[src/rtl/irqStatPkg.sv]
package irqStatPkg;
  localparam int ERR_LANE  = 24;
  localparam int STAT_OFS  = 0;
  localparam int PING_OFS  = 1;
  localparam int MASK_OFS  = 2;

  typedef struct packed {
    logic rdStatus;
    logic rdPing;
    logic rdMask;
    logic wrMask;
  } hostStrb_t;
endpackage

[src/rtl/irqHostDecode.sv]
module irqHostDecode
  import irqStatPkg::*;
#(
  parameter int ADDR_W = 4
) (
  input  logic              clk,
  input  logic              rstN,
  input  logic              rdEn,
  input  logic              wrEn,
  input  logic [ADDR_W-1:0] addr,
  output hostStrb_t         strb
);
  always_comb begin
    strb          = '0;
    strb.rdStatus = rdEn && (addr == ADDR_W'(STAT_OFS));
    strb.rdPing   = rdEn && (addr == ADDR_W'(PING_OFS));
    strb.rdMask   = rdEn && (addr == ADDR_W'(MASK_OFS));
    strb.wrMask   = wrEn && (addr == ADDR_W'(MASK_OFS));
  end

  // at most one read target is selected per cycle
  one_read_target_chk: assert property (@(posedge clk) disable iff (!rstN)
    $onehot0({strb.rdStatus, strb.rdPing, strb.rdMask}));
endmodule

[src/rtl/irqStatCore.sv]
module irqStatCore
  import irqStatPkg::*;
#(
  parameter int NUM_CH = 8
) (
  input  logic              clk,
  input  logic              rstN,
  input  hostStrb_t         strb,
  input  logic [NUM_CH-1:0] doneEvt,
  input  logic [NUM_CH-1:0] errEvt,
  input  logic [NUM_CH-1:0] tblSel,
  input  logic [31:0]       wrData,
  output logic [31:0]       rdData,
  output logic              irq
);
  localparam logic [31:0] CH_BITS   = (32'd1 << NUM_CH) - 32'd1;
  localparam logic [31:0] LANE_MASK = (CH_BITS << ERR_LANE) | CH_BITS;

  logic [31:0]       evtWord;
  logic [31:0]       statusQ;
  logic [31:0]       maskQ;
  logic [NUM_CH-1:0] pingQ;

  always_comb begin
    evtWord = '0;
    evtWord[NUM_CH-1:0]         = doneEvt;
    evtWord[ERR_LANE +: NUM_CH] = errEvt;
  end

  always_ff @(posedge clk) begin
    if (!rstN) statusQ <= '0;
    else       statusQ <= (strb.rdStatus ? 32'd0 : statusQ) | evtWord;
  end

  always_ff @(posedge clk) begin
    if (!rstN)            maskQ <= LANE_MASK;
    else if (strb.wrMask) maskQ <= wrData & LANE_MASK;
  end

  for (genvar i = 0; i < NUM_CH; i++) begin : g_ping
    always_ff @(posedge clk) begin
      if (!rstN)           pingQ[i] <= 1'b0;
      else if (doneEvt[i]) pingQ[i] <= tblSel[i];
    end
  end

  always_comb begin
    rdData = '0;
    if (strb.rdStatus)    rdData = statusQ;
    else if (strb.rdPing) rdData = 32'(pingQ);
    else if (strb.rdMask) rdData = maskQ;
  end

  assign irq = |(statusQ & maskQ);


  read_clears_chk: assert property (@(posedge clk) disable iff (!rstN)
    (strb.rdStatus && evtWord == 32'd0) |=> statusQ == 32'd0);


  event_captured_chk: assert property (@(posedge clk) disable iff (!rstN)
    (evtWord != 32'd0) |=> ((statusQ & $past(evtWord)) == $past(evtWord)));


  unmapped_read_chk: assert property (@(posedge clk) disable iff (!rstN)
    (!strb.rdStatus && evtWord == 32'd0) |=> $stable(statusQ));


  ping_hold_chk: assert property (@(posedge clk) disable iff (!rstN)
    (doneEvt == '0) |=> $stable(pingQ));


  irq_cause_chk: assert property (@(posedge clk) disable iff (!rstN)
    $rose(irq) |-> ($past(evtWord) != 32'd0 || $past(strb.wrMask)));
endmodule

[src/rtl/irqStatCollector.sv]
module irqStatCollector
  import irqStatPkg::*;
#(
  parameter int NUM_CH = 8,
  parameter int ADDR_W = 4
) (
  input  logic              clk,
  input  logic              rstN,
  input  logic [NUM_CH-1:0] doneEvt,
  input  logic [NUM_CH-1:0] errEvt,
  input  logic [NUM_CH-1:0] tblSel,
  input  logic              rdEn,
  input  logic              wrEn,
  input  logic [ADDR_W-1:0] addr,
  input  logic [31:0]       wrData,
  output logic [31:0]       rdData,
  output logic              irq
);
  hostStrb_t strb;

  irqHostDecode #(.ADDR_W(ADDR_W)) u_decode (
    .clk(clk), .rstN(rstN), .rdEn(rdEn), .wrEn(wrEn), .addr(addr), .strb(strb)
  );

  irqStatCore #(.NUM_CH(NUM_CH)) u_core (
    .clk(clk), .rstN(rstN), .strb(strb), .doneEvt(doneEvt), .errEvt(errEvt),
    .tblSel(tblSel), .wrData(wrData), .rdData(rdData), .irq(irq)
  );
endmodule

[config.mk]
export PLATFORM = sky130hd
export DESIGN_NAME = irqStatCollector
export DESIGN_NICKNAME = d
export VERILOG_FILES = /design/src/rtl/irqStatPkg.sv /design/src/rtl/irqHostDecode.sv /design/src/rtl/irqStatCore.sv /design/src/rtl/irqStatCollector.sv
export SDC_FILE = /design/constraint.sdc
export NUM_CORES = 1
export LEC_CHECK = 0
export ABC_AREA = 1
export BUFFER_PORTS_ARGS = -buffer_cell sky130_fd_sc_hd__buf_2
export CAP_MARGIN = 0
export CORE_UTILIZATION = 45
export CTS_BUF_LIST = sky130_fd_sc_hd__clkbuf_16
export CTS_CLUSTER_SIZE = 25
export DETAILED_ROUTE_END_ITERATION = 12
export PLACE_DENSITY = 0.86
export REMOVE_ABC_BUFFERS = 1
export SETUP_SLACK_MARGIN = 0.5
export SKIP_CTS_REPAIR_TIMING = 1
export SYNTH_ARGS = -nofsm -noshare
export SYNTH_HDL_FRONTEND = slang
export SYNTH_SLANG_ARGS = --single-unit
[constraint.sdc]
create_clock -name clk -period 1.38 [get_ports clk]
set_input_delay 0.138 -clock clk [delete_from_list [all_inputs] [get_ports clk]]
set_output_delay 0.138 -clock clk [all_outputs]
set_load 0.005 [all_outputs]
==> results.py <==
metrics = {
    "worst_setup_path": {
        "worst_setup_path_end_kind": "output pin",
        "startpoint_type": "register",
        "crit_fanout": 3,
        "reg2reg_from": "u_core.pingQ[6]$_SDFFE_PN0P_",
        "critPathArrivalTime_ns": 1.14,
        "worst-r2r-setup-slack_ns": 0.72,
        "r2r_cells": 2,
        "critPathRequiredTime_ns": 1.24,
        "path_class": "register to output pin",
        "r2r_end": "u_core.pingQ[6]$_SDFFE_PN0P_",
    },
    "drt": {
        "ant_nets": 0,
        "post_drt_wl_per_cell_um": 13.34,
        "dr.pass1.iters": 5,
        "drt_iter0_drc": 132,
        "drt-total-wl_um": 5468,
        "drc": 0,
        "via_per_inst": 5.300,
        "via_count": 2173,
    },
    "logic_synthesis": {
        "yosysSeqAreaShare_pct": 38.91,
        "yosysTopAreaCell": "dfxtp_1",
        "synthCells": 284,
        "synth_flop_cell": "dfxtp_1",
        "synth_top_area_share_pct": 38.91,
        "synthArstFlopShare_pct": 0,
        "ys_ff_latch": 40,
        "synth.most_common_cell": "nand2_1",
        "ys_types": 20,
        "synth_edf_count": 0,
        "synth_area_leaders": "dfxtp_1 (39%), nand4_1 (11%), nand2_1 (11%), nand3_1 (7.8%), buf_4 (6.6%)",
        "netlist_area_mm2": 0.002058,
        "synthTopCellsByCount": "nand2_1 (58), dfxtp_1 (40), nand4_1 (36)",
        "avgSynthCellArea_um2": 7.247,
        "yosysWarnings": 0,
    },
    "sta": {
        "max_freq_ghz": 0.7798,
        "min_period_ns": 1.282,
        "setup_viol": 0,
        "worst_pin_slew_ns": 0.5305,
        "slew_violations": 0,
        "skew_ns": 0,
        "whs_ns": 0.07699,
        "finalHoldViolCount": 0,
        "rsz0062_at_grt": "yes",
        "fin_crit_sh_pct": 92.93,
        "max_slew_margin_pct": 64.59,
        "setup_tns_ns": 0,
    },
    "layout": {
        "drive_gt1_share_pct": 29.61,
        "finalNetCount": 421,
        "final_util_pct": 61.87,
        "finalNonFillerCells": 410,
        "areaGrowthSynthToFinish_pct": 31.79,
        "n_antenna_cell": 0,
    },
    "floorplanning": {
        "core_area_mm2": 0.004384,
        "die_width_um": 69.63,
        "num_rows": 24,
        "num_io_pins": 97,
        "die_h_um": 69.63,
        "initial_core_util_pct": 46.95,
        "dieArea_mm2": 0.004848,
    },
    "placed_design": {
        "portBuffers": 64,
        "dp_hpwl_um": 3534,
        "dp.cells": 392,
        "routabilityCongestion": 0.7729,
    },
    "grt": {
        "grt_pass1_wl_um": 8362,
        "grt.total_usage_pct": 21.61,
        "grt_max_degree": 28,
        "grt.overflow.total": 0,
        "grt_pass1_vias": 1896,
        "antenna_found_initial": 0,
    },
    "pwr": {
        "p_seq_share_pct": 42.9,
        "leakagePower_uw": 0.001389,
        "p_total_uw": 2945,
        "power_frac_clock_pct": 43.5,
        "ir_drop_mv": 0.6500,
        "p_switching_uw": 705.0,
        "swShare_pct": 23.94,
        "comb_power_share_pct": 13.6,
        "power.density_mw_per_mm2": 1086,
        "p_int_uw": 2240,
    },
    "clock_network": {
        "clock-sinks": 40,
        "cts_tree": "done",
        "path_clk_slew_ns": 0.06,
        "cts_htree_levels": 2,
        "clk_latency_ns": 0.28,
        "cts_max_path_buffers": 2,
        "cts_root_buf": "clkbuf_16",
        "cts_made_buffers": 5,
    },
    "flow_run": {
        "drv_cap": 0,
    },
    "run_status": {
        "status": "complete, no violations",
    },
    "min_path": {
        "hold_path_depth": 3,
        "hp-class": "input pin to register",
        "min_to": "u_core.pingQ[2]$_SDFFE_PN0P_",
        "min_from": "tblSel[2]",
    },
}
==> state kept, by name, summed over array words and instances, names as in the netlist <==
register	cells
u_core.pingQ	8
u_core.maskQ	16
u_core.statusQ	16
==> how the worst max path moves through the flow <==
stage               slack, ns                    startpoint  cells after the start    endpoint
finish                    0.1  u_core.statusQ[5]$_SDFF_PN0_                      5         irq
floorplan                0.08                       addr[3]                      3  rdData[24]
global placement         0.17                       addr[3]                      6   rdData[4]
CTS                      0.13  u_core.maskQ[6]$_SDFFE_PN1P_                      5         irq
detailed placement       0.16                       addr[3]                      6   rdData[4]
global route             0.06                       addr[2]                      8   rdData[2]
==> cells in the final DEF, fill, tap and decap left out <==
cell | synthesis | layout
nor2_8 | 1 | 1
buf_6 | 3 | 4
buf_4 | 18 | 11
nor2_1 | 18 | 17
buf_2 | 5 | 60
o21ai_1 | 8 | 8
inv_6 | 0 | 1
nand2_1 | 58 | 58
bufinv_16 | 0 | 1
a21oi_1 | 16 | 16
o21ai_0 | 8 | 8
nand4_1 | 36 | 36
nor3_4 | 0 | 1
buf_12 | 0 | 2
nand3_1 | 32 | 32
conb_1 | 1 | 16
dfxtp_2 | 0 | 6
inv_2 | 1 | 1
nand3_4 | 2 | 3
nand3_2 | 0 | 1
nand2_2 | 1 | 1
nor2_2 | 0 | 1
inv_1 | 27 | 27
nor2_4 | 3 | 3
dfxtp_1 | 40 | 34
buf_8 | 0 | 1
clkbuf_16 | 0 | 7
clkinv_2 | 0 | 1
==> critical path, stage by stage, from the launching register on <==
cell and delay (ns):
dfxtp_2 0.33, nand2_1 0.08, nand4_1 0.13, nor2_2 0.14, nand2_1 0.06, buf_2 0.12
==> cell type report <==
| type | count | area, um^2 |
|---|---|---|
| clock inverter | 3 | 38.79 |
| tap | 52 | 65.06 |
| timing repair buffer | 80 | 533.0 |
| fill | 401 | 1672 |
| multi-input combinational | 202 | 1032 |
| clock buffer | 5 | 125.1 |
| inverter | 28 | 110.1 |
| sequential | 40 | 808.3 |
==> metrics by stage <==
step / setup WS, ns / instance area [um^2]
final: 0.09758 / 2713
after global routing: 0.06210 / 2713
after CTS: 0.1257 / 2511
after detailed placement: 0.1592 / 2347
after global placement: 0.1697 / 2347
after floorplan: 0.08093 / 1902
==> power by group through the flow <==
| stage | combinational, uW | sequential [uW] | clock, uW |
|---|---|---|---|
| floorplan | 168 | 1270 | 0 |
| global placement | 324 | 1280 | 0 |
| detailed placement | 333 | 1280 | 0 |
| CTS | 334 | 1260 | 1310 |
| global route | 445 | 1270 | 1360 |
| finish | 400 | 1260 | 1280 |
==> layer usage <==
layer	vias up	GRT usage (%)	wire, um
met5	-	0	0
met4	0	9.778	116
met3	16	5.523	466
met2	114	37.76	2705
met1	965	24.68	2179
li1	1078	-	-
==> kinds of logic after synthesis <==
kind of cell	count (synthesis)	synth area share [%]
AOI/OAI and AO/OA	32	7.781
DFF	40	38.91
other	1	0.1822
and+or+nand+nor	152	37.69
buffers and inverters	59	15.44
Note: power is estimated with default switching activity, not from simulation.
